### src/rtl/isect_pkg.sv
package isect_pkg;

    typedef enum logic [3:0] {
        ST_INIT = 4'd0,
        ST_GRN0 = 4'd1,
        ST_YLA0 = 4'd2,
        ST_ARW0 = 4'd3,
        ST_YLB0 = 4'd4,
        ST_GRN1 = 4'd5,
        ST_YLA1 = 4'd6,
        ST_ARW1 = 4'd7,
        ST_YLB1 = 4'd8,
        ST_WALK = 4'd9
    } st_e;

    typedef enum logic [1:0] {
        LAMP_RED = 2'd0,
        LAMP_YEL = 2'd1,
        LAMP_GRN = 2'd2,
        LAMP_ARW = 2'd3
    } lamp_e;

    localparam logic [1:0] PH_IDLE = 2'd0;
    localparam logic [1:0] PH_ARM0 = 2'd1;
    localparam logic [1:0] PH_ARM1 = 2'd2;
    localparam logic [1:0] PH_WALK = 2'd3;

    // which arm a state serves; meaningful only when st_served is true
    function automatic logic st_arm(st_e s);
        return (s == ST_GRN1) || (s == ST_YLA1) || (s == ST_ARW1) || (s == ST_YLB1);
    endfunction

    function automatic logic st_served(st_e s);
        return (s != ST_INIT) && (s != ST_WALK);
    endfunction

    function automatic lamp_e st_lamp(st_e s);
        case (s)
            ST_GRN0, ST_GRN1: return LAMP_GRN;
            ST_YLA0, ST_YLA1,
            ST_YLB0, ST_YLB1: return LAMP_YEL;
            ST_ARW0, ST_ARW1: return LAMP_ARW;
            default:          return LAMP_RED;
        endcase
    endfunction

    function automatic logic [1:0] st_phase(st_e s);
        if (s == ST_WALK) return PH_WALK;
        if (s == ST_INIT) return PH_IDLE;
        return st_arm(s) ? PH_ARM1 : PH_ARM0;
    endfunction

    function automatic st_e green_of(logic arm);
        return arm ? ST_GRN1 : ST_GRN0;
    endfunction

endpackage

### src/rtl/isect_walk_latch.sv
module isect_walk_latch (
    input  logic clk,
    input  logic clr,
    input  logic ped_btn,
    input  logic walk_done,
    output logic pend_q
);
    logic pend_d;

    always_comb begin
        pend_d = (pend_q & ~walk_done) | ped_btn;
    end

    always_ff @(posedge clk) begin
        if (clr) pend_q <= 1'b0;
        else     pend_q <= pend_d;
    end

    AST_PRESS_LATCHED: assert property (@(posedge clk) disable iff (clr)
        ped_btn |=> pend_q);

endmodule

### src/rtl/isect_step.sv
module isect_step
    import isect_pkg::*;
#(
    parameter int TMR_W     = 2,
    parameter int YEL_TICKS = 2
) (
    input  logic             clk,
    input  logic             clr,
    input  logic             sw_req,
    input  logic             arm_sel,
    input  logic [TMR_W-1:0] tmr,
    input  logic             pend,
    output st_e              st_d,
    output st_e              st_q,
    output logic             walk_done
);
    localparam logic [TMR_W-1:0] YEL_LIM = TMR_W'(YEL_TICKS);

    typedef struct packed {
        st_e  st;
        logic nxt_arm;
    } ctl_t;

    ctl_t ctl_d, ctl_q;
    logic yel_over;

    always_comb begin
        ctl_d     = ctl_q;
        yel_over  = (tmr >= YEL_LIM);
        walk_done = 1'b0;
        case (ctl_q.st)
            ST_INIT: ctl_d.st = green_of(arm_sel);
            ST_GRN0: if (sw_req) ctl_d.st = ST_YLA0;
            ST_YLA0: if (yel_over) ctl_d.st = ST_ARW0;
            ST_ARW0: if (sw_req) ctl_d.st = ST_YLB0;
            ST_YLB0: if (yel_over) begin
                ctl_d.nxt_arm = 1'b1;
                ctl_d.st      = pend ? ST_WALK : ST_GRN1;
            end
            ST_GRN1: if (sw_req) ctl_d.st = ST_YLA1;
            ST_YLA1: if (yel_over) ctl_d.st = ST_ARW1;
            ST_ARW1: if (sw_req) ctl_d.st = ST_YLB1;
            ST_YLB1: if (yel_over) begin
                ctl_d.nxt_arm = 1'b0;
                ctl_d.st      = pend ? ST_WALK : ST_GRN0;
            end
            ST_WALK: if (sw_req) begin
                walk_done = 1'b1;
                ctl_d.st  = green_of(ctl_q.nxt_arm);
            end
            default: ctl_d.st = ST_INIT;
        endcase
        if (clr) begin
            ctl_d.st      = ST_INIT;
            ctl_d.nxt_arm = 1'b0;
        end
    end

    always_ff @(posedge clk) begin
        ctl_q <= ctl_d;
    end

    assign st_d = ctl_d.st;
    assign st_q = ctl_q.st;

    AST_WALK_ENTRY: assert property (@(posedge clk) disable iff (clr)
        (st_q == ST_WALK && $past(st_q) != ST_WALK) |->
        ($past(st_q) == ST_YLB0 || $past(st_q) == ST_YLB1));

    AST_WALK_HOLD: assert property (@(posedge clk) disable iff (clr)
        (st_q == ST_WALK && !sw_req) |=> st_q == ST_WALK);

endmodule

### src/rtl/isect_lamp_drv.sv
module isect_lamp_drv
    import isect_pkg::*;
#(
    parameter logic ARM = 1'b0
) (
    input  logic       clk,
    input  logic       clr,
    input  st_e        st_d,
    output logic [1:0] lamp_q
);
    logic [1:0] lamp_d;

    always_comb begin
        if (st_served(st_d) && (st_arm(st_d) == ARM)) lamp_d = st_lamp(st_d);
        else                                          lamp_d = LAMP_RED;
    end

    always_ff @(posedge clk) begin
        if (clr) lamp_q <= LAMP_RED;
        else     lamp_q <= lamp_d;
    end

endmodule

### src/rtl/isect_seq.sv
module isect_seq
    import isect_pkg::*;
#(
    parameter int TMR_W     = 2,
    parameter int YEL_TICKS = 2
) (
    input  logic             clk,
    input  logic             clr,
    input  logic             sw_req,
    input  logic             arm_sel,
    input  logic             ped_btn,
    input  logic [TMR_W-1:0] tmr,
    output logic [1:0]       lamp_a,
    output logic [1:0]       lamp_b,
    output logic [1:0]       phase,
    output logic             tmr_rst
);
    localparam int N_ARMS = 2;

    typedef struct packed {
        logic [1:0] ph;
        logic       rst;
    } out_t;

    st_e  st_d, st_q;
    logic pend, walk_done;
    logic [1:0] lamp_w [N_ARMS];
    out_t out_d, out_q;

    isect_walk_latch u_walk (
        .clk      (clk),
        .clr      (clr),
        .ped_btn  (ped_btn),
        .walk_done(walk_done),
        .pend_q   (pend)
    );

    isect_step #(.TMR_W(TMR_W), .YEL_TICKS(YEL_TICKS)) u_step (
        .clk      (clk),
        .clr      (clr),
        .sw_req   (sw_req),
        .arm_sel  (arm_sel),
        .tmr      (tmr),
        .pend     (pend),
        .st_d     (st_d),
        .st_q     (st_q),
        .walk_done(walk_done)
    );

    for (genvar g = 0; g < N_ARMS; g++) begin : g_lamp
        isect_lamp_drv #(.ARM(1'(g))) u_drv (
            .clk   (clk),
            .clr   (clr),
            .st_d  (st_d),
            .lamp_q(lamp_w[g])
        );
    end

    always_comb begin
        out_d.ph  = st_phase(st_d);
        out_d.rst = (st_d != st_q);
        if (clr) out_d = '0;
    end

    always_ff @(posedge clk) begin
        out_q <= out_d;
    end

    assign lamp_a  = lamp_w[0];
    assign lamp_b  = lamp_w[1];
    assign phase   = out_q.ph;
    assign tmr_rst = out_q.rst;

    AST_ONE_ARM_LIT: assert property (@(posedge clk) disable iff (clr)
        (lamp_a == LAMP_RED) || (lamp_b == LAMP_RED));

    AST_STROBE_ON_CHANGE: assert property (@(posedge clk) disable iff (clr)
        !$stable({lamp_a, lamp_b, phase}) |-> tmr_rst);

    AST_GREEN_HELD: assert property (@(posedge clk) disable iff (clr)
        (lamp_a == LAMP_GRN && !sw_req) |=> lamp_a == LAMP_GRN);

    AST_YELLOW_WAIT: assert property (@(posedge clk) disable iff (clr)
        (lamp_b == LAMP_YEL && tmr < TMR_W'(YEL_TICKS)) |=> lamp_b == LAMP_YEL);

    AST_PHASE_MATCH: assert property (@(posedge clk) disable iff (clr)
        (phase == PH_ARM0) |-> lamp_b == LAMP_RED);

endmodule

### config.mk
export PLATFORM = sky130hd
export DESIGN_NAME = isect_seq
export DESIGN_NICKNAME = d
export VERILOG_FILES = /design/src/rtl/isect_pkg.sv /design/src/rtl/isect_walk_latch.sv /design/src/rtl/isect_step.sv /design/src/rtl/isect_lamp_drv.sv /design/src/rtl/isect_seq.sv
export SDC_FILE = /design/constraint.sdc
export NUM_CORES = 1
export LEC_CHECK = 0
export CORE_AREA = 2 2 53 55
export DETAILED_ROUTE_END_ITERATION = 10
export DIE_AREA = 0 0 55 57
export DONT_BUFFER_PORTS = 1
export PLACE_DENSITY = 0.52
export SETUP_SLACK_MARGIN = 0.05
export SYNTH_ARGS = -nofsm -noshare
export SYNTH_HDL_FRONTEND = slang
export SYNTH_SLANG_ARGS = --single-unit
### constraint.sdc
create_clock -name clk -period 3.6 [get_ports clk]
set_input_delay 0.36 -clock clk [delete_from_list [all_inputs] [get_ports clk]]
set_output_delay 0.36 -clock clk [all_outputs]
set_load 0.02 [all_outputs]
Word level (Yosys, flattened, before mapping). Memory sizes are Yosys's and may differ from the RTL's. A register that Yosys moved wholly into a read port is not among the register bits. Cells that the tools add are included. Widths: inputs -> output; s select.

Register bits after elaboration: 9. Bits in read-only memories: 64. Bits of input ports: 7. Output and inout bits: 7. Word-level logic and storage cells: 71. Memories kept: 2.

Magnitude comparators: 1. Equal/unequal tests: 18. Mux-type cells: 26. Bitwise logic cells: 6. Reduce and logical (&&, ||, !) cells: 13.

Memories: (name not given) (depth 16, bits a word 2, read ports 1, clocked after memory_dff 1, wr ports 0, RTL line isect_pkg.sv:38) `case (s)`; (name not given) (depth 16, bits a word 2, read ports 1, clocked after memory_dff 1, wr ports 0, RTL line isect_pkg.sv:38).

Operators with widths (count): $pmux 4 s10 (1); $mux 4 (9); $eq 4x3->1 const B (7); $eq 4x4->1 const B (4); $mux 5 (3); $mux 2 (5); $eq 4x2->1 const B (2); $logic_not 4->1 (2); $mux 3 (2); $mux 1 (5); $eq 4x1->1 const B (1); $ne 2x1->1 const B (2); $ne 4x4->1 (1); $ne 4x4->1 const B (1); $not 1->1 (4); $reduce_bool 4->1 (1); $reduce_or 2->1 (2); $logic_and 1x1->1 (3); $logic_or 1x1->1 (3); $reduce_and 3->1 (1); $ge 2x2->1 const B (1); $pmux 1 s2 (1); $reduce_bool 2->1 (1); $and 1x1->1 (1); $or 1x1->1 (1).

Depth between registers and ports, before layout.
Depth in word-level cells: 12. Mapped depth: 7. Depth with buffers taken out: 5.

Cells and area by module. A second synthesis with hierarchy kept.

Cell total of the unflattened synthesis: 72. Area total of the unflattened synthesis: 674.4 µm².

Modules (own cells, without submodules): isect_step (instances 1, cells each 42, area an instance 345.3 µm², sequential area each 100.1 µm²); isect_seq (instances 1, cells each 14, area an instance 141.4 µm², sequential area each 60.1 µm²); isect_lamp_drv at g_lamp[0].u_drv (instances 1, cells each 6, area an instance 76.3 µm², sequential area each 40.0 µm²); isect_lamp_drv at g_lamp[1].u_drv (instances 1, cells each 6, area an instance 72.6 µm², sequential area each 40.0 µm²); isect_walk_latch (instances 1, cells each 4, area an instance 38.8 µm², sequential area each 20.0 µm²).

Worst setup path before layout. OpenSTA, ideal clock, no wires.

Path type: register -> register. Start: register u_step.ctl_q, in the netlist u_step.st_q[1]. End: register g_lamp[0].u_drv.lamp_q[0]. Setup time: 0.121 ns. Data arrival time: 1.443 ns. Data required time: 3.479 ns. Setup slack: 2.036 ns. Stages on the path, launching flop included: 7. Path buffers: 1. Clock period less this slack: 1.564 ns. Path through: dfxtp_1 -> buf_6 -> or2_4 -> nor2_2 -> nand3_2 -> a31oi_4 -> mux2_4.

Cells in the longest elaborated chain, start to end: 11. Elaborated cells between the ends (all ways): 35. Classes of those cells: 14 x eq/ne; 11 x mux; 2 x bitwise; 8 x reduce/logical.

RTL lines: from (decl) (RTL line isect_step.sv:24) `ctl_t ctl_d, ctl_q;`; from (signal assigned) (RTL line isect_step.sv:60) `ctl_q <= ctl_d;`; $eq 4x4->1, or another cell as far along (RTL line isect_step.sv:31) `case (ctl_q.st)`; $pmux 4 s10 * (RTL line isect_step.sv:31); $mux 5 * (RTL line isect_step.sv:53) `if (clr) begin`; via g_lamp[0].u_drv.st_d[2] (RTL line isect_lamp_drv.sv:8) `input st_e st_d,`; $eq 4x3->1 (RTL line isect_pkg.sv:30) `return (s == ST_GRN1) || (s == ST_YLA1) || (s == ST_ARW1) || (s == ST_YLB1);`; $logic_or 1x1->1 (3 in series) (RTL line isect_pkg.sv:30); $not 1->1 (RTL line isect_lamp_drv.sv:14) `if (st_served(st_d) && (st_arm(st_d) == ARM)) lamp_d = st_lamp(st_d);`; $logic_and 1x1->1 (RTL line isect_lamp_drv.sv:14); $not 1->1 (no line); $reduce_or 2->1 (no line); to (decl) (RTL line isect_lamp_drv.sv:9) `output logic [1:0] lamp_q`.

Mark *: on every way through the listed nets, which the timed path passes. The rest lies on a longest branch. The select of a mux whose other input is x is not followed. A chain may end at the register's enable or synchronous reset.

Worst setup path after layout.
Start: register u_step.ctl_q, in the netlist u_step.st_q[3]. End: register g_lamp[1].u_drv.lamp_q[0].

Cells in the longest elaborated chain, start to end: 10. Elaborated cells between the ends (all ways): 34. Classes of those cells: 14 x eq/ne; 11 x mux; 1 x bitwise; 8 x reduce/logical.

RTL lines (RTL line): $eq 4x4->1, or another cell as far along (isect_step.sv:31); $pmux 4 s10 * (isect_step.sv:31); $mux 5 * (isect_step.sv:53); $eq 4x3->1 (isect_pkg.sv:30); $logic_or 1x1->1 (3 in series) (isect_pkg.sv:30); $logic_and 1x1->1 (isect_lamp_drv.sv:14); $not 1->1 (no line); $reduce_or 2->1 (no line); to (decl) (isect_lamp_drv.sv:9).

Every way passes the cells marked *; elsewhere a longest branch is shown, timed or not. The select of a mux whose other input is x is not followed.

==> impl_metrics.toml <==
[outcome]
outcome = "complete, no violations"

[synth]
syn_area_um2 = 736
synthArstFlopShare_pct = 0
synth_top_family_by_area = "compound AO/OA/AOI/OAI gates"
synth-xor-area-share_pct = 2.38
synthMostInstantiatedCell = "dfxtp_1"
synth_adder_area_share_pct = 0
synth.largest_area_cell = "dfxtp_1"
synthCells = 81
synthSimpleGateAreaFrac_pct = 21.3
synth-warning-count = 0
synth.net_count = 88
synth-seq-cells = 13
synth_mux_area_share_pct = 3.40
synth.distinct_cells = 40
synth_top_cells_by_count = "dfxtp_1, a21oi_1, inv_1"
synth_enable_flop_cells = 0
synth_top_area_share_pct = 35.4
ys_seq_area_share_pct = 35.4
postSynthAreaPerCell_um2 = 9.08
synth_compound_area_share_pct = 28.2
synthFlopType = "dfxtp_1"
synth.area.top_cells = "dfxtp_1, a21oi_1, buf_6"

[layout]
antenna-diode-count = 0
fin_cells = 110
nets = 87
syn_to_final_growth_pct = 2.55
drive_above_1_share_pct = 17.7
register_area_um2 = 260
fillers = 281
multiInputGateArea_um2 = 407

[placement]
hpwl_um = 960
dpl.cell_count = 106
place_ws_ns = 1.69
gp_congestion = 0.814
io_buffers = 0

[detailed_routing]
routedWlPerCell_um = 12.3
dr.first_iter.drc_count = 9
vias_per_cell = 5.00
postRouteAntennaNets = 0
route.detailed.drc = 0
route.vias.total = 550
drt_first_pass_iters = 4
wl_mm = 1.35

[power_and_ir_drop]
p_sw_share_pct = 32.2
ir_drop_uv = 248
p_sw_uw = 113
pwr-share-seq_pct = 54.4
cellLeakagePower_uw = 0.000288
p_clk_share_pct = 26.8
power.density_nw_per_um2 = 464
p_int_uw = 238
combPwrFrac_pct = 18.7

[global_route]
grt_pass1_vias = 539
antenna_found_initial = 0
grt_pass1_wl_mm = 2.30
track_usage_pct = 10.2
overflow = 0
grt_max_degree = 20

[timing]
period_needed_ns = 1.94
tightest_slew_ns = 0.619
clock_skew_ns = 0.0146
setup_ws_ns = 1.66
report.final.hold_viol_count = 0
finalCritPeriodShare_pct = 54.0
relSlewSlack_pct = 58.7
fmax_ghz = 0.515
rsz0062_at_grt = "false"
setup_tns_ns = 0
setup_viol = 0
drv_slew = 0

[critical_path]
cp-end-kind = "flop"
reg2reg_from = "u_step.st_q[3]$_DFF_P_"
start_kind = "flop"
crit_start = "u_step.st_q[3]$_DFF_P_"
cp_max_fo = 19
path_class = "reg -> reg"
cp.arrival_ns = 2.12
cp.required_ns = 3.78

[clock_tree]
cts_max_path_buffers = 2
cts-resized-gates = 0
clock-root-buffer = "clkbuf_4"
cts.htree.levels = 1
cts_num_sinks = 13
post-cts-setup-buffer-count = 0
clkLatencyLatePin_ns = 0.29
postCtsHoldBufs = 0
numCtsBuffers = 3
clk_pin_slew_worst_paths_ns = 0.09
cts_tree = "done"

[floorplanning]
core_area_um2 = 2620
io_pins = 14
rows = 19
initial_core_util_pct = 28.1
dieWidth_um = 55
die_area_um2 = 3140
die_h_um = 57

[job]
drv_cap = 0

[worst_hold_path]
hold_class = "in -> reg"
hp-start = "clr"
## area by class of cell
| type | instances | area share (%) |
|---|---|---|
| Multi-Input combinational cell | 56 | 53.9 |
| Sequential cell | 13 | 34.5 |
| Inverter | 6 | 2.99 |
| Clock buffer | 4 | 3.48 |
| Tap cell | 31 | 5.14 |
## sequential cells by signal (all words and copies together), names as in the netlist
name and flops:
tmr_rst 1, u_walk.pend_q 1, g_lamp.u_drv.lamp_q 4, u_step.ctl_q 1, u_step.st_q 4, phase 2
## worst max-delay path, stage by stage, from the launching register on
cell	delay, ns
dfxtp_1	0.72
nand2b_4	0.28
o22ai_1	0.10
a22o_2	0.29
and2_1	0.22
a22o_4	0.23
## cells by family (layout without fill, tap and decap cells)
logic type	after synthesis	after routing
and+or+nand+nor	24	24
DFF	13	13
AOI/OAI and AO/OA	28	28
xor gates and xnor gates	2	2
muxes	2	2
buffers and inverters	12	10
## power groups by stage
stage	Combinational [uW]	Sequential [uW]	Clock [uW]
global placement	64.8	194	0
detailed placement	66.2	194	0
global route	73.5	194	102
CTS	66.3	191	97.9
finish	65.6	191	94.1
floorplan	69.5	185	0
## cells in the final DEF, fill, tap and decap left out, types with 2 or more instances in the layout
master,count
nor3_1,3
o22ai_1,2
o21ai_0,5
dfxtp_1,13
a21oi_1,8
nand2_1,5
clkbuf_4,3
nor2_1,2
inv_1,6
nand2b_1,2
o21a_1,3
## final timing paths
kind | end | slack (ns) | depth (start not counted)
worst min-delay path | u_walk.pend_q$_SDFF_PP0_ | 0.12 | 1
worst max register to register | g_lamp[1].u_drv.lamp_q[0]$_SDFF_PP0_ | 1.66 | 5
worst max-delay path | g_lamp[1].u_drv.lamp_q[0]$_SDFF_PP0_ | 1.66 | 5
worst min register to register | u_walk.pend_q$_SDFF_PP0_ | 0.49 | 2
## metal layers
layer,vias up,GRT usage [%],part of all wire (%)
met1,252,13.2,47
met3,5,2.88,4.9
met5,-,0,0
met2,14,14.3,44
li1,279,-,-
met4,0,7.32,3.5
## through the flow
| stage | cell area, um2 | util, % | power, uW | hold slack [ns] |
|---|---|---|---|---|
| 3_3_place_gp | 728 | 27.8 | 259 | 0.431 |
| 4_1_cts | 754 | 28.9 | 355 | 0.117 |
| 3_5_place_dp | 728 | 27.8 | 260 | 0.432 |
| 6_report | 754 | 28.9 | 350 | 0.123 |
| 2_1_floorplan | 736 | - | 254 | 0.464 |
| 5_1_grt | 754 | 28.9 | 369 | 0.121 |
Note: power is estimated with default switching activity, not from simulation.
